--- src/rtl/cas_pkg.sv ---
// Shared types for the card activation supervisor.
package cas_pkg;

    // Sequencer states: idle, three power-up steps, answer window,
    // running session, warm reset hold, three power-down steps.
    typedef enum logic [3:0] {
        ST_IDLE,
        ST_PWR,
        ST_IOEN,
        ST_CLKON,
        ST_ATR,
        ST_RUN,
        ST_WARM,
        ST_DRST,
        ST_DCLK,
        ST_DIO
    } seq_state_e;

endpackage

--- src/rtl/cas_atr_mon.sv ---
// Answer-to-reset monitor.
// Counts card clock ticks while the answer window is armed. Reports an
// answer on the first falling edge of the card data line, and flags it as
// early when it arrives below EARLY_CYC ticks. Reports mute once MUTE_CYC
// ticks pass without an answer.
// Assumes: card_io and card_tick are synchronous to clk; arm stays high
// from the reset release until the cycle a verdict is reported.
module cas_atr_mon #(
    parameter int unsigned EARLY_CYC = 400,
    parameter int unsigned MUTE_CYC  = 40000
) (
    input  logic clk,
    input  logic rst_n,
    input  logic arm,
    input  logic card_tick,
    input  logic card_io,
    output logic answer,
    output logic early,
    output logic mute_hit
);
    localparam int unsigned CW = $clog2(MUTE_CYC + 1);

    logic          io_q;
    logic          io_fall;
    logic [CW-1:0] tcnt;

    // Previous level of the data line, for edge detection (idles high).
    always_ff @(posedge clk) begin
        if (!rst_n) io_q <= 1'b1;
        else        io_q <= card_io;
    end

    // Tick counter for the open window, cleared whenever the window is closed.
    always_ff @(posedge clk) begin
        if (!rst_n)         tcnt <= '0;
        else if (!arm)      tcnt <= '0;
        else if (card_tick) tcnt <= tcnt + CW'(1);
    end

    // Verdicts: an answer wins over a mute reached on the same edge.
    always_comb begin
        io_fall  = io_q && !card_io;
        answer   = arm && io_fall;
        early    = answer && (tcnt < CW'(EARLY_CYC));
        mute_hit = arm && !io_fall && card_tick && (tcnt == CW'(MUTE_CYC - 1));
    end

    AST_ATR_WINDOW_BOUND: assert property (@(posedge clk) disable iff (!rst_n)
        arm |-> (tcnt < CW'(MUTE_CYC)));
    AST_ONE_VERDICT: assert property (@(posedge clk) disable iff (!rst_n)
        !(answer && mute_hit));

endmodule

--- src/rtl/cas_evt_flags.sv ---
// Event flag store.
// Holds the mute, early and protection flags. Each flag is set-dominant.
// A status read clears all three. A new session clears mute and early.
// Assumes: set inputs are single-cycle pulses or levels from the sequencer.
module cas_evt_flags (
    input  logic clk,
    input  logic rst_n,
    input  logic sess_start,
    input  logic status_rd,
    input  logic mute_set,
    input  logic early_set,
    input  logic prot_set,
    output logic mute_flag,
    output logic early_flag,
    output logic prot_flag
);
    // Answer timing flags: set on verdict, cleared by read or new session.
    always_ff @(posedge clk) begin
        if (!rst_n) begin
            mute_flag  <= 1'b0;
            early_flag <= 1'b0;
        end else begin
            if (mute_set)                     mute_flag  <= 1'b1;
            else if (status_rd || sess_start) mute_flag  <= 1'b0;
            if (early_set)                    early_flag <= 1'b1;
            else if (status_rd || sess_start) early_flag <= 1'b0;
        end
    end

    // Protection flag: set by a thermal or current fault, cleared by read only.
    always_ff @(posedge clk) begin
        if (!rst_n)         prot_flag <= 1'b0;
        else if (prot_set)  prot_flag <= 1'b1;
        else if (status_rd) prot_flag <= 1'b0;
    end

    AST_READ_CLEARS_MUTE: assert property (@(posedge clk) disable iff (!rst_n)
        (status_rd && !mute_set) |=> !mute_flag);
    AST_PROT_STICKY: assert property (@(posedge clk) disable iff (!rst_n)
        (prot_flag && !status_rd) |=> prot_flag);

endmodule

--- src/rtl/cas_seq.sv ---
// Activation / deactivation sequencer.
// Steps the card supply, data enable, clock and reset through the power-up
// order on a start edge, holds reset low for HOLD_CYC card ticks on cold and
// warm resets, and walks the power-down order with STEP_CYC reference clocks
// between steps. Power-down is forced on stop, removal or fault.
// Assumes: inputs synchronous to clk; answer/mute_hit only while arm is high.
module cas_seq
    import cas_pkg::*;
#(
    parameter int unsigned STEP_CYC = 8,
    parameter int unsigned HOLD_CYC = 400
) (
    input  logic clk,
    input  logic rst_n,
    input  logic start_req,
    input  logic warm_req,
    input  logic card_present,
    input  logic fault_any,
    input  logic card_tick,
    input  logic answer,
    input  logic mute_hit,
    output logic vcc_en,
    output logic io_en,
    output logic clk_en,
    output logic card_rst,
    output logic arm,
    output logic sess_start,
    output logic warm_done
);
    localparam int unsigned CNT_MAX = (STEP_CYC > HOLD_CYC) ? STEP_CYC : HOLD_CYC;
    localparam int unsigned CW      = $clog2(CNT_MAX + 1);

    seq_state_e    state;
    logic [CW-1:0] cnt;
    logic          start_q, warm_q, warm_sess;
    logic          live, abort, step_done, hold_done, start_rise, warm_rise;

    // Request edge history, so held request bits act only once.
    always_ff @(posedge clk) begin
        if (!rst_n) begin
            start_q <= 1'b0;
            warm_q  <= 1'b0;
        end else begin
            start_q <= start_req;
            warm_q  <= warm_req;
        end
    end

    // Decode of edges, the abort condition and counter terminal values.
    always_comb begin
        live       = state inside {ST_PWR, ST_IOEN, ST_CLKON, ST_ATR, ST_RUN, ST_WARM};
        abort      = live && (!start_req || !card_present || fault_any);
        start_rise = start_req && !start_q;
        warm_rise  = warm_req && !warm_q;
        step_done  = (cnt == CW'(STEP_CYC - 1));
        hold_done  = card_tick && (cnt == CW'(HOLD_CYC - 1));
        sess_start = (state == ST_IDLE) && start_rise && card_present && !fault_any;
        arm        = (state == ST_ATR);
    end

    // State walk; each card line changes only on entry to the step that owns it.
    always_ff @(posedge clk) begin
        if (!rst_n) begin
            state     <= ST_IDLE;
            cnt       <= '0;
            vcc_en    <= 1'b0;
            io_en     <= 1'b0;
            clk_en    <= 1'b0;
            card_rst  <= 1'b0;
            warm_sess <= 1'b0;
            warm_done <= 1'b0;
        end else begin
            warm_done <= 1'b0;
            if (abort) begin
                state     <= ST_DRST;
                card_rst  <= 1'b0;
                cnt       <= '0;
                warm_sess <= 1'b0;
            end else begin
                case (state)
                    ST_IDLE: if (sess_start) begin
                        state  <= ST_PWR;
                        vcc_en <= 1'b1;
                        cnt    <= '0;
                    end
                    ST_PWR: if (step_done) begin
                        state <= ST_IOEN;
                        io_en <= 1'b1;
                        cnt   <= '0;
                    end else cnt <= cnt + CW'(1);
                    ST_IOEN: if (step_done) begin
                        state  <= ST_CLKON;
                        clk_en <= 1'b1;
                        cnt    <= '0;
                    end else cnt <= cnt + CW'(1);
                    ST_CLKON, ST_WARM: if (hold_done) begin
                        state    <= ST_ATR;
                        card_rst <= 1'b1;
                        cnt      <= '0;
                    end else if (card_tick) cnt <= cnt + CW'(1);
                    ST_ATR: if (answer || mute_hit) begin
                        state     <= ST_RUN;
                        warm_done <= warm_sess;
                        warm_sess <= 1'b0;
                    end
                    ST_RUN: if (warm_rise) begin
                        state     <= ST_WARM;
                        card_rst  <= 1'b0;
                        cnt       <= '0;
                        warm_sess <= 1'b1;
                    end
                    ST_DRST: if (step_done) begin
                        state  <= ST_DCLK;
                        clk_en <= 1'b0;
                        cnt    <= '0;
                    end else cnt <= cnt + CW'(1);
                    ST_DCLK: if (step_done) begin
                        state <= ST_DIO;
                        io_en <= 1'b0;
                        cnt   <= '0;
                    end else cnt <= cnt + CW'(1);
                    ST_DIO: if (step_done) begin
                        state  <= ST_IDLE;
                        vcc_en <= 1'b0;
                        cnt    <= '0;
                    end else cnt <= cnt + CW'(1);
                    default: state <= ST_IDLE;
                endcase
            end
        end
    end

    AST_IO_NEEDS_VCC: assert property (@(posedge clk) disable iff (!rst_n)
        io_en |-> vcc_en);
    AST_CLK_NEEDS_IO: assert property (@(posedge clk) disable iff (!rst_n)
        clk_en |-> io_en);
    AST_RST_NEEDS_CLK: assert property (@(posedge clk) disable iff (!rst_n)
        card_rst |-> clk_en);
    AST_FAULT_DROPS_RST: assert property (@(posedge clk) disable iff (!rst_n)
        (vcc_en && (fault_any || !card_present)) |=> !card_rst);
    AST_NO_POWER_ABSENT: assert property (@(posedge clk) disable iff (!rst_n)
        (!vcc_en && !card_present) |=> !vcc_en);

endmodule

--- src/rtl/cas_card_supervisor.sv ---
// Card activation and answer-to-reset supervisor (top).
// Joins the sequencer, the answer monitor and the event flags. Faults are
// merged here, and the protection event is qualified by card supply.
// Assumes: all inputs synchronous to clk; card_tick is a one-cycle pulse
// per card clock period; reset is synchronous and active low.
module cas_card_supervisor #(
    parameter int unsigned STEP_CYC  = 8,
    parameter int unsigned HOLD_CYC  = 400,
    parameter int unsigned EARLY_CYC = 400,
    parameter int unsigned MUTE_CYC  = 40000
) (
    input  logic clk,
    input  logic rst_n,
    input  logic start_req,
    input  logic warm_req,
    input  logic status_rd,
    input  logic card_present,
    input  logic flt_vdd,
    input  logic flt_vcc,
    input  logic flt_ocur,
    input  logic flt_temp,
    input  logic card_io,
    input  logic card_tick,
    output logic vcc_en,
    output logic io_en,
    output logic clk_en,
    output logic card_rst,
    output logic active,
    output logic mute_flag,
    output logic early_flag,
    output logic prot_flag,
    output logic warm_done
);
    logic fault_any, prot_evt, arm, sess_start, answer, early, mute_hit;

    // Fault merge and supply-qualified protection event.
    always_comb begin
        fault_any = flt_vdd || flt_vcc || flt_ocur || flt_temp;
        prot_evt  = vcc_en && (flt_ocur || flt_temp);
        active    = vcc_en;
    end

    cas_seq #(
        .STEP_CYC (STEP_CYC),
        .HOLD_CYC (HOLD_CYC)
    ) u_seq (
        .clk          (clk),
        .rst_n        (rst_n),
        .start_req    (start_req),
        .warm_req     (warm_req),
        .card_present (card_present),
        .fault_any    (fault_any),
        .card_tick    (card_tick),
        .answer       (answer),
        .mute_hit     (mute_hit),
        .vcc_en       (vcc_en),
        .io_en        (io_en),
        .clk_en       (clk_en),
        .card_rst     (card_rst),
        .arm          (arm),
        .sess_start   (sess_start),
        .warm_done    (warm_done)
    );

    cas_atr_mon #(
        .EARLY_CYC (EARLY_CYC),
        .MUTE_CYC  (MUTE_CYC)
    ) u_atr (
        .clk       (clk),
        .rst_n     (rst_n),
        .arm       (arm),
        .card_tick (card_tick),
        .card_io   (card_io),
        .answer    (answer),
        .early     (early),
        .mute_hit  (mute_hit)
    );

    cas_evt_flags u_flags (
        .clk        (clk),
        .rst_n      (rst_n),
        .sess_start (sess_start),
        .status_rd  (status_rd),
        .mute_set   (mute_hit),
        .early_set  (early),
        .prot_set   (prot_evt),
        .mute_flag  (mute_flag),
        .early_flag (early_flag),
        .prot_flag  (prot_flag)
    );

    AST_PROT_NEEDS_POWER: assert property (@(posedge clk) disable iff (!rst_n)
        (!prot_flag && !vcc_en) |=> !prot_flag);

endmodule

--- config.mk ---
export PLATFORM = sky130hd
export DESIGN_NAME = cas_card_supervisor
export DESIGN_NICKNAME = d
export VERILOG_FILES = /design/src/rtl/cas_pkg.sv /design/src/rtl/cas_atr_mon.sv /design/src/rtl/cas_evt_flags.sv /design/src/rtl/cas_seq.sv /design/src/rtl/cas_card_supervisor.sv
export SDC_FILE = /design/constraint.sdc
export NUM_CORES = 1
export LEC_CHECK = 0
export CORE_MARGIN = 4
export CORE_UTILIZATION = 49
export CTS_CLUSTER_DIAMETER = 30
export DETAILED_ROUTE_END_ITERATION = 12
export DONT_BUFFER_PORTS = 1
export PLACE_DENSITY = 0.71
export SETUP_SLACK_MARGIN = 0.2
export SLEW_MARGIN = 30
export SYNTH_ARGS = -nofsm -noshare
export SYNTH_HDL_FRONTEND = slang
export SYNTH_SLANG_ARGS = --single-unit
--- constraint.sdc ---
create_clock -name clk -period 2.5 [get_ports clk]
set_input_delay 0.5 -clock clk [delete_from_list [all_inputs] [get_ports clk]]
set_output_delay 0.5 -clock clk [all_outputs]
set_load 0.01 [all_outputs]
# [Word level (Yosys, flattened, before mapping)]
# Index checks and enable logic that the tools add are counted.
[totals] ff_bits=41 input_bits=12 output_inout_bits=9 elab_cells=141
[op_classes] n_addsub=2 magnitude_cmp=1 n_eq_ne=31 mux=34 n_bitwise=4 n_reduce_logical=53
[ops] op="2-to-1 mux 9 bit" n=5
[ops] op="2-to-1 mux 4 bit" n=9
[ops] op="case mux 4 bit (9 select lines)" n=1
[ops] op="case mux 9 bit (4 select lines)" n=1
[ops] op="!= test 3 x 1 -> 1 bit, second input constant" n=8
[ops] op="AND reduction 9 bit" n=2
[ops] op="adder 16 x 1 -> 16 bit, second input constant" n=1
[ops] op="equality test 16 bit, second input constant" n=1
[ops] op="equality test 4 x 3 -> 1 bit, second input constant" n=4
[ops] op="less-than comparator 16 x 9 -> 1 bit, second input constant" n=1
[ops] op="!= test 2 x 1 -> 1 bit, second input constant" n=8
[ops] op="AND reduction 4 bit" n=4
[ops] op="nonzero test 2 bit" n=8
[ops] op="logical AND 1 bit" n=14
[ops] op="2-to-1 mux 1 bit" n=12
[ops] op="case mux 1 bit (2 select lines)" n=5
[ops] op="adder 9 x 1 -> 9 bit, second input constant" n=1
[ops] op="equality test 9 x 3 -> 1 bit, second input constant" n=1
[ops] op="equality test 9 bit, second input constant" n=1
[ops] op="equality test 4 x 2 -> 1 bit, second input constant" n=2
[ops] op="equality test 4 bit, second input constant" n=2
[ops] op="logical OR 1 bit" n=8
[ops] op="logical NOT 1 bit" n=7
[ops] op="AND reduction 3 bit" n=2
[ops] op="13 further kinds" n=17

# [Logic depth before layout (Yosys ltp)]
# Gate-level depths: netlist of run 1.
[logic_depth] word_depth=10 ltp_mapped=8 depth_no_buf=7

# [Hierarchy]
# Synthesis of run 1 repeated with hierarchy kept, for this count alone.
[unflattened] hier_cells=266 area_unflattened_um2=2214.6
[modules_own_cells] mod="cas_seq" n_inst=1 cells_each=157 area_per_inst_um2=1288.7 seq_area_each_um2=420.4
[modules_own_cells] mod="cas_atr_mon" n_inst=1 cells_each=95 area_per_inst_um2=799.5 seq_area_each_um2=340.3
[modules_own_cells] mod="cas_evt_flags" n_inst=1 cells_each=11 area_per_inst_um2=103.8 seq_area_each_um2=60.1
[modules_own_cells] mod="cas_card_supervisor" n_inst=1 cells_each=3 area_per_inst_um2=22.5 seq_area_each_um2=0.0

# [Worst setup path before layout of run 1]
# Ideal clock, no wire load.
[synth_path] path_type="input port to flip-flop" start="in flt_vcc" end="reg u_seq.cnt[5]" setup_ns=0.079 arrival_time_ns=1.867 required_time_ns=2.421 slack_ns=0.554 stages=8 path_buffers=2 path_cell_list="nor4_4 -> nand3_2 -> and3_1 -> buf_6 -> nand2b_4 -> buf_6 -> or3_1 -> o22ai_1"
[synth_between] elab_chain_cells=7 elab_cells_between_ends=10 classes_between="1 x eq/ne; 9 x reduce/logical"
[synth_rtl] item="start: declaration" line="cas_card_supervisor.sv:19" text="input logic flt_vcc,"
[synth_rtl] item="logical OR 1 bit (*) (3 in series)" line="cas_card_supervisor.sv:38" text="fault_any = flt_vdd || flt_vcc || flt_ocur || flt_temp;"
[synth_rtl] item="logical NOT 1 bit" line="cas_seq.sv:57" text="sess_start = (state == ST_IDLE) && start_rise && card_present && !fault_any;"
[synth_rtl] item="logical AND 1 bit" line="cas_seq.sv:57"
[synth_rtl] item="!= test 2 x 1 -> 1 bit (no source line)"
[synth_rtl] item="AND reduction 4 bit (no source line)"
[synth_rtl] item="end signal: assignment" line="cas_seq.sv:90" text="end else cnt <= cnt + CW'(1);"
[synth_rtl] item="end signal: assignment" line="cas_seq.sv:95" text="end else cnt <= cnt + CW'(1);"
[synth_rtl] item="end signal: assignment" line="cas_seq.sv:100" text="end else if (card_tick) cnt <= cnt + CW'(1);"
[synth_rtl] item="end: declaration" line="cas_seq.sv:34" text="logic [CW-1:0] cnt;"
# Mark *: on every way between the ends. The rest lies on a longest branch, timed or not.
# A chain may end at the register's enable or synchronous reset.

# [Final worst setup path of run 1]
[layout_path] start="reg u_seq.cnt[0]" end="reg u_seq.cnt[8]"
[layout_between] elab_chain_cells=4 elab_cells_between_ends=10 classes_between="1 x add/sub; 3 x eq/ne; 4 x mux; 2 x reduce/logical"
[layout_rtl] item="adder 9 x 1 -> 9 bit / equality test 9 bit (equally long branches)"
[layout_rtl] item="2-to-1 mux 9 bit / logical AND 1 bit (equally long branches)" line="cas_seq.sv:100, cas_seq.sv:56"
[layout_rtl] item="2-to-1 mux 9 bit / != test 3 x 2 -> 1 bit (equally long branches)"
[layout_rtl] item="case mux 9 bit (4 select lines) / AND reduction 4 bit (equally long branches)"
# Several ways; a longest one is shown, not always the timed one. The select of a mux whose other input is x is not followed.

==> results of run 1 <==
[layout make-up]
class                   count  area [um2]
fillers                   391        1860
clock buffers               6        82.6
repair buffers              1        7.51
clock inverters             2        37.5
inverters                   7        26.3
multi-input cells         199        1190
flip-flops and latches     41         821
well taps                  50        62.6
[worst max path at each step]
stage | start | endpoint | slack (ns)
2_1_floorplan | flt_vcc | u_seq.cnt[5]$_SDFFE_PP0P_ | 0.55
3_3_place_gp | flt_vcc | u_seq.clk_en$_SDFFE_PN0P_ | 0.50
3_5_place_dp | flt_vcc | u_seq.clk_en$_SDFFE_PN0P_ | 0.50
4_1_cts | u_seq.cnt[0]$_SDFFE_PP0P_ | u_seq.cnt[8]$_SDFFE_PP0P_ | 0.50
5_1_grt | u_seq.state[1]$_SDFFE_PN0P_ | u_seq.clk_en$_SDFFE_PN0P_ | 0.27
6_report | u_seq.cnt[0]$_SDFFE_PP0P_ | u_seq.cnt[8]$_SDFFE_PP0P_ | 0.50
[power groups by stage]
stage / Sequential [uW] / Combinational, uW / Clock [uW]
3_3_place_gp: 812 / 780 / 0
4_1_cts: 796 / 783 / 570
6_report: 796 / 782 / 556
3_5_place_dp: 812 / 779 / 0
5_1_grt: 812 / 895 / 606
2_1_floorplan: 738 / 775 / 0
[kinds of logic (layout without fill, tap and decap cells)]
logic type,Yosys count,count (layout),share of synthesized area [%]
compound gates,44,44,13.6
buf+inv,18,16,4.74
xor+xnor,16,16,6.64
simple gates,134,134,33.5
flops,41,41,38.9
mux,2,2,0.949
fa+ha+maj,3,3,1.66
[cells in the final DEF, fill, tap and decap left out, types with 2 or more instances in the layout]
cell and instances:
xnor2_1 5, mux2i_1 2, nand3_1 15, ha_1 2, o21ai_0 4, dfxtp_1 41, a21oi_1 16, nand2_1 28
and2_1 4, nand4_1 7, inv_1 6, nor2_1 33, a211oi_1 2, a31oi_1 2, a21o_1 2, or3_1 9
xor2_1 11, o22ai_1 7, nor2b_1 3, nor3_1 8, or4_1 3, a41o_1 2, clkbuf_8 6, nand3_2 2
nand2b_1 6, and3_1 5
[flip-flops by register name, summed over array words and instances (netlist names)]
signal              flops
u_seq.cnt               9
u_flags.mute_flag       1
u_seq.clk_en            1
u_seq.card_rst          1
u_seq.warm_sess         1
u_seq.start_q           1
u_seq.state             4
u_flags.prot_flag       1
u_flags.early_flag      1
u_atr.io_q              1
u_seq.vcc_en            1
u_atr.tcnt             16
u_seq.warm_q            1
u_seq.io_en             1
u_seq.warm_done         1
[through the flow]
stage	utilization (%)	setup WS, ns	area, um2	hold WS [ns]
final	54.5	0.497	2230	0.283
after CTS	54.5	0.495	2230	0.274
after global placement	51.5	0.505	2110	0.440
after floorplan	-	0.554	2110	0.424
after detailed placement	51.5	0.499	2110	0.442
after global routing	54.5	0.267	2230	0.268
[worst register-to-register path, stage by stage (launching register included)]
cell	delay, ns
dfxtp_1	0.38
ha_1	0.20
nand2_1	0.06
or4_1	0.49
nand2_1	0.13
nand3_2	0.17
nand3_1	0.31
o22ai_1	0.14
[per-layer routing]
metal | vias up | routed length (um) | share of wire (%)
met1 | 773 | 2050 | 49
met2 | 44 | 1770 | 42
met5 | - | 0 | 0
met3 | 5 | 311 | 7.4
li1 | 904 | - | -
met4 | 0 | 46 | 1.1
==> flow_metrics.tcl, run 1 <==
set metrics [dict create \
    grt_use_met1_pct 22.4 \
    hold_end "u_atr.io_q$_SDFF_PN1_" \
    ctsHoldBuffers 0 \
    design.die.area_um2 5420 \
    clk_pin_slew_ns 0.08 \
    min_path_type "in2reg" \
    rsz0062_at_grt "false" \
    critical_path.top_delay_family "simple AND/OR/NAND/NOR gates" \
    antenna_found_initial 0 \
    worst_path_max_delay_cell "or4_1" \
    worst_slew_pin_slew_ns 0.524 \
    wl_per_cell_um 13.7 \
    cap_violations 0 \
    die_y_um 73.6 \
    synth.area.top_cells "dfxtp_1, nor2_1, nand2_1" \
    drc 0 \
    start_util_pct 51.6 \
    cp-start-kind "register" \
    drt_iter0_markers 158 \
    p_comb_share_pct 36.6 \
    finalWirelength_um 4180 \
    cp_common_cell "nand2_1" \
    yosys_warnings 0 \
    synth-edff-count 0 \
    holdPathStages 1 \
    cts_max_level 2 \
    rr_startpoint "u_seq.cnt[0]$_SDFFE_PP0P_" \
    io_buffers 0 \
    post_cts_buffers 0 \
    synth_cell_types 51 \
    ir_drop_uv 529 \
    path_cells "ha_1 -> nand2_1 -> or4_1 -> nand2_1 -> nand3_2 -> nand3_1 -> o22ai_1" \
    tns_ns 0 \
    antenna_cells 0 \
    grt_start_max_net_pins 17 \
    postSynthCellCount 258 \
    cts_tree "built" \
    async_flop_share_pct 0 \
    reg2regPathDepth 7 \
    clkSinkCount 41 \
    crit_buf_inv 0 \
    ant_nets 0 \
    grt_usage_pct 17.1 \
    coreArea_um2 4090 \
    grt-ovfl-total 0 \
    busiest_layer "met2" \
    grt_util_met3_pct 6.29 \
    power_uw 2130 \
    setup_viol 0 \
    path_depth 7 \
    synth-seq-area-share_pct 38.9 \
    internal_power_uw 1320 \
    nNetsFinal 269 \
    status "finished clean" \
    slowest_delay_ns 0.49 \
    grt_pass1_vias 1554 \
    drive_above_1_share_pct 6.25 \
    cp.arrival_ns 2.18 \
    netlist_area_um2 2110 \
    clock.fmax_mhz 499 \
    p_clk_share_pct 26.1 \
    worst-endpoint-required_ns 2.67 \
    min_from "rst_n" \
    die_x_um 73.6 \
    insertion_delay_ns 0.30 \
    fin_skew_ns 0.00643 \
    hold_viol 0 \
    yosysMostFrequentCell "dfxtp_1" \
    final-instance-count-excl-fill 306 \
    ios 21 \
    power_density_nw_per_um2 958 \
    cts.repair.resized 0 \
    rr_endpoint "u_seq.cnt[8]$_SDFFE_PP0P_" \
    p_sw_share_pct 37.9 \
    vias_per_cell 5.64 \
    cts_buffers 5 \
    place.gp.congestion 0.842 \
    clk_path_buf_depth 2 \
    synth_seq_cells 41 \
    period_share_pct 80.1 \
    synth_top_flop_cell "dfxtp_1" \
    worstSetupPathType "reg2reg" \
    period_minus_slack_ns 2.00 \
    syn-num-nets 272 \
    syn_avg_cell_area_um2 8.18 \
    timing.final.max_slew_violations 0 \
    synth_commonest_cells "dfxtp_1, nor2_1, nand2_1" \
    relSlewSlack_pct 65.0 \
    dr.pass1.iters 4 \
    pwr-share-seq_pct 37.3 \
    switchingPower_uw 809 \
    p_leak_uw 0.000769 \
    syn_to_final_growth_pct 5.52 \
    root_buffer "clkbuf_8" \
    row_count 23 \
    grt_pass1_wl_um 7170 \
    hpwlAfterDp_um 3060 \
    cp_max_fo 9 \
    end_kind "register" \
    use_met2_pct 25.6 \
    synth_top_area_cell "dfxtp_1" \
    routed-via-count 1726 \
    dp_cells 298 \
    r2r_slack_ns 0.50 \
    synth_top_area_share_pct 38.9 \
]
No activity file was read; power rests on OpenSTA's default activity.
==> run 2: changes to the inputs <==
Settings changed: PLACE_DENSITY 0.71 to 0.73.
Clock period 2.5 ns to 1.7 ns, I/O delays scaled along.
==> run 2 against run 1 <==
  * The run now ends with setup timing left
  * Via count is 20% higher
  * Power up 110%
  * Worst hold slack got worse by 0.18 ns
  * Register-to-register slack worse by 0.58 ns
  * Utilization up 16 points
  * Clock skew rose by 0.0041 ns
  * Highest routed layer unchanged
  * Non-clock buffer count grew 46
  * Final area up 30%
  * Fmax rose by 12%
  * Critical endpoint is now u_seq.cnt[6]$_SDFFE_PP0P_
  * Sequential cell count unchanged
==> flow_metrics.tcl, run 2 (same netlist as run 1, synthesis figures left out) <==
set metrics [dict create \
    fin_skew_ns 0.0105 \
    row_count 23 \
    worst_slack_ns -0.0860 \
    coreArea_um2 4090 \
    ctsHoldBuffers 0 \
    worst-endpoint-required_ns 1.88 \
    finalWirelength_um 5810 \
    grt_start_max_net_pins 17 \
    antenna_cells 0 \
    hold_viol 0 \
    biggestRegsByFlops "u_atr.tcnt (16), u_seq.cnt (9), u_seq.state (4)" \
    die_x_um 73.6 \
    rsz0062_at_grt "true" \
    grt_usage_pct 20.2 \
    internal_power_uw 2740 \
    slowest_delay_ns 0.53 \
    wl_per_cell_um 16.5 \
    final_cell_mix "buf_4, dfxtp_1, nor2_1" \
    dr.pass1.iters 4 \
    insertion_delay_ns 0.31 \
    post-place-ws_ns -0.0758 \
    vias_per_cell 5.86 \
    cp-start-kind "register" \
    cts_buffers 5 \
    p_leak_uw 0.00107 \
    tns_ns -0.899 \
    root_buffer "clkbuf_8" \
    ios 21 \
    routed-via-count 2068 \
    antenna_found_initial 0 \
    hpwlAfterDp_um 3650 \
    largest_register_ffs 16 \
    io_buffers 0 \
    min_path_type "in2reg" \
    worst_slew_pin_slew_ns 0.391 \
    period_share_pct 105 \
    grt_pass1_wl_um 8510 \
    clk_pin_slew_ns 0.09 \
    power_uw 4530 \
    regMostFlops "u_atr.tcnt" \
    timing.final.max_slew_violations 0 \
    worst_path_max_delay_cell "or4_4" \
    setup_viol 14 \
    place.gp.congestion 0.936 \
    p_clk_share_pct 17.5 \
    hold_ws_ns 0.105 \
    ant_nets 0 \
    clkSinkCount 41 \
    p_comb_share_pct 57.6 \
    die_y_um 73.6 \
    cp_max_fo 8 \
    switchingPower_uw 1790 \
    start_util_pct 51.6 \
    clock.fmax_mhz 560 \
    relSlewSlack_pct 73.6 \
    cts_tree "built" \
    cap_violations 0 \
    drc 0 \
    design.die.area_um2 5420 \
    path_cells "or4_4 -> a41o_1 -> a21boi_4 -> buf_6 -> nand3_4 -> o22ai_1" \
    nNetsFinal 316 \
    grt_pass1_vias 1853 \
    clk_path_buf_depth 2 \
    period_minus_slack_ns 1.79 \
    cts_max_level 2 \
    grt-ovfl-total 0 \
    status "finished with violations" \
    num-fill-cells 299 \
    ir_drop_uv 620 \
    cp.arrival_ns 1.97 \
    worstSetupPathType "reg2reg" \
    pwr-share-seq_pct 24.9 \
    drive_above_1_share_pct 37.3 \
    end_kind "register" \
    drt_iter0_markers 115 \
    p_sw_share_pct 39.5 \
    violations "setup timing" \
    power_density_nw_per_um2 1570 \
    syn_to_final_growth_pct 37.1 \
]
[run 2: worst paths after layout]
kind | startpoint | endpoint | slack, ns | cells past startpoint
setup / recovery | u_seq.state[2]$_SDFFE_PN0P_ | u_seq.cnt[6]$_SDFFE_PP0P_ | -0.09 | 6
hold reg to reg | u_seq.warm_sess$_SDFFE_PP0P_ | u_seq.warm_sess$_SDFFE_PP0P_ | 0.50 | 2
setup reg to reg | u_seq.state[2]$_SDFFE_PN0P_ | u_seq.cnt[6]$_SDFFE_PP0P_ | -0.09 | 6
hold / removal | rst_n | u_atr.io_q$_SDFF_PN1_ | 0.10 | 1
[run 2: layout make-up]
| cell class | instances | area [um2] | area share, % |
|---|---|---|---|
| multi-input cells | 200 | 1460 | 50.4 |
| flip-flops and latches | 41 | 828 | 28.6 |
| repair buffers | 47 | 407 | 14.1 |
| clock buffers | 6 | 72.6 | 2.51 |
| well taps | 50 | 62.6 | 2.16 |
| clock inverters | 2 | 38.8 | 1.34 |
| inverters | 7 | 26.3 | 0.908 |
[run 2: stage by stage]
stage / area (um2) / util [%] / std cells
6_report: 2890 / 70.8 / 353
5_1_grt: 2890 / 70.8 / 353
4_1_cts: 2660 / 65.2 / 344
3_5_place_dp: 2450 / 60.1 / 334
3_3_place_gp: 2450 / 60.1 / 334
2_1_floorplan: 2180 / - / 258
[run 2: layer usage]
layer  up-vias  global-route usage (%)  part of all wire, %
li1       1010                       -                    -
met1       978                    24.6                   43
met2        60                    32.7                   48
met3        20                    5.20                  5.1
met4         0                    10.5                  3.9
met5         -                       0                    0
[run 2: power by group through the flow]
stage          registers (uW)  clock network (uW)  logic, uW
3_5_place_dp             1130                   0       1920
6_report                 1130                 793       2610
3_3_place_gp             1120                   0       1890
4_1_cts                  1120                 808       2150
5_1_grt                  1130                 846       2750
2_1_floorplan            1090                   0       1230
[run 2: repair_timing]
action / in CTS / in global routing
buffers inserted: 1 / 7
pin swaps: 8 / 17
resized for setup: 18 / 42
cloned: 1 / 2
setup endpoints to repair: 36 / 37
[run 2: worst max-delay path, delay by kind of cell (launching register included)]
kind	cells	cell delay (ns)
AO/OA/AOI/OAI	3	0.51
buffers and inverters	1	0.12
flip-flops	1	0.35
AND/OR/NAND/NOR	2	0.68
==> run 3: changes to the inputs <==
Settings changed: PLACE_DENSITY 0.73 to 0.63.
==> run 3 against run 2 <==
  * The flow still finishes with violations (setup timing)
  * Sequential cell count unchanged
  * Sequential share of layout area increased by 1.7 points
  * Utilization decreased by 3.9 points
  * First-iteration DRC count increased by 30%
  * Clock power decreased by 18%
  * Critical path depth unchanged
  * Final area decreased by 5.6%
  * Fmax increased by 1.7%
  * Largest cell class unchanged
  * Final cell count decreased by 2.5%
  * Setup slack improved by 0.029 ns
  * Non-clock buffer count decreased by 7
  * Highest routed layer unchanged
==> flow_metrics.tcl, run 3 (same netlist as run 1, synthesis figures left out) <==
set metrics [dict create \
    clock.fmax_mhz 569 \
    clk_path_buf_depth 2 \
    drive_above_1_share_pct 33.0 \
    io_buffers 0 \
    num-fill-cells 349 \
    post-route-util_pct 66.8 \
    min_path_type "in2reg" \
    cap_violations 0 \
    period_minus_slack_ns 1.76 \
    start_util_pct 51.6 \
    cts_tree "built" \
    final_common_cell "dfxtp_1" \
    syn_to_final_growth_pct 29.5 \
    routed-via-count 1934 \
    power_density_nw_per_um2 1410 \
    stdcell_area_um2 2730 \
    grt_pass1_vias 1846 \
    clk_pin_slew_ns 0.08 \
    worstSetupPathType "reg2reg" \
    cts_max_level 2 \
    coreArea_um2 4090 \
    worst_slack_ns -0.0568 \
    dpl_cell_area_um2 2440 \
    dr.pass1.iters 4 \
    relSlewSlack_pct 74.6 \
    ant_nets 0 \
    period_share_pct 103 \
    ctsHoldBuffers 0 \
    cp.arrival_ns 1.94 \
    regMostFlops "u_atr.tcnt" \
    status "finished with violations" \
    ir_drop_uv 618 \
    place.gp.congestion 0.837 \
    wl_per_cell_um 14.6 \
    drt_iter0_markers 149 \
    tns_ns -0.203 \
    worst_slew_pin_slew_ns 0.376 \
    vias_per_cell 5.62 \
    grt_start_max_net_pins 13 \
    end_kind "register" \
    antenna_cells 0 \
    die_y_um 73.6 \
    final_cell_mix "dfxtp_1, buf_4, nor2_1" \
    grt_pass1_wl_um 8300 \
    hold_viol 0 \
    die_x_um 73.6 \
    row_count 23 \
    design.die.area_um2 5420 \
    fin_skew_ns 0.00612 \
    cts_buffers 5 \
    timing.final.max_slew_violations 0 \
    cp-start-kind "register" \
    nNetsFinal 308 \
    grt_usage_pct 19.4 \
    cp_max_fo 7 \
    ios 21 \
    power_uw 3850 \
    worst-endpoint-required_ns 1.89 \
    biggestRegsByFlops "u_atr.tcnt (16), u_seq.cnt (9), u_seq.state (4)" \
    hpwlAfterDp_um 3410 \
    violations "setup timing" \
    largest_register_ffs 16 \
    root_buffer "clkbuf_8" \
    p_leak_uw 0.00100 \
    antenna_found_initial 0 \
    setup_viol 5 \
    grt-ovfl-total 0 \
    finalWirelength_um 5020 \
    insertion_delay_ns 0.30 \
    rsz0062_at_grt "true" \
    multi_input_area_um2 1380 \
    drc 0 \
    clkSinkCount 41 \
    ff_latch_area_um2 830 \
]
-- run 3: changes by cell type in the layout (fill, tap and decap cells not counted), moves of 2 or more --
| cell | delta |
|---|---|
| buf_6 | -6 |
| o22ai_1 | +4 |
| o22ai_2 | -4 |
| nor2_2 | +3 |
| buf_4 | -2 |
| nand3_1 | +2 |
| nand3_2 | -2 |
| nor2_1 | -2 |
| or3_1 | +2 |
| or3_4 | -2 |
-- run 3: worst max-delay path, stage by stage (launching register included) --
cell and delay, ns:
dfxtp_2 0.34, or4_4 0.54, a41o_1 0.22, a21boi_4 0.16, and4_4 0.19, nor3_1 0.13
a211oi_1 0.07
-- run 3: metrics by stage --
stage | hold slack, ns | setup slack [ns] | std cells
6_report | 0.122 | -0.0568 | 344
3_3_place_gp | 0.417 | -0.0373 | 331
5_1_grt | 0.105 | -0.118 | 344
3_5_place_dp | 0.419 | -0.0613 | 331
4_1_cts | 0.112 | -0.0410 | 341
2_1_floorplan | 0.424 | -0.0520 | 258
-- run 3: area by class of cell --
cell class	count	area share, %
clock buffers	6	3.02
clock inverters	1	0.275
inverters	7	0.962
multi-input cells	199	50.5
flip-flops and latches	41	30.4
well taps	50	2.29
repair buffers	40	12.6
-- run 3: timing repair --
item | in CTS | in global routing
buffers inserted | 2 | 3
resized for setup | 16 | 26
setup endpoints to repair | 36 | 37
gates cloned | 1 | 0
pin swaps | 24 | 5
-- run 3: path summary, 6_finish.rpt --
check | from | end | slack (ns) | cells past startpoint
max | u_seq.state[2]$_SDFFE_PN0P_ | u_seq.state[2]$_SDFFE_PN0P_ | -0.06 | 6
min | rst_n | u_atr.io_q$_SDFF_PN1_ | 0.12 | 1
max reg2reg | u_seq.state[2]$_SDFFE_PN0P_ | u_seq.state[2]$_SDFFE_PN0P_ | -0.06 | 6
min reg2reg | u_seq.warm_sess$_SDFFE_PP0P_ | u_seq.warm_sess$_SDFFE_PP0P_ | 0.46 | 2
-- run 3: layer usage --
metal | vias up | share of wire, % | global-route usage (%)
li1 | 978 | - | -
met1 | 916 | 45 | 24.3
met2 | 30 | 49 | 32.7
met3 | 10 | 3.5 | 4.24
met4 | 0 | 1.9 | 7.04
met5 | - | 0 | 0
-- run 3: power by group --
| part | switching, uW | leakage [uW] | total (uW) | internal, uW |
|---|---|---|---|---|
| logic | 1110 | 0.000625 | 2090 | 981 |
| clock network | 329 | 0.0000433 | 650 | 321 |
| registers | 72.4 | 0.000334 | 1110 | 1030 |
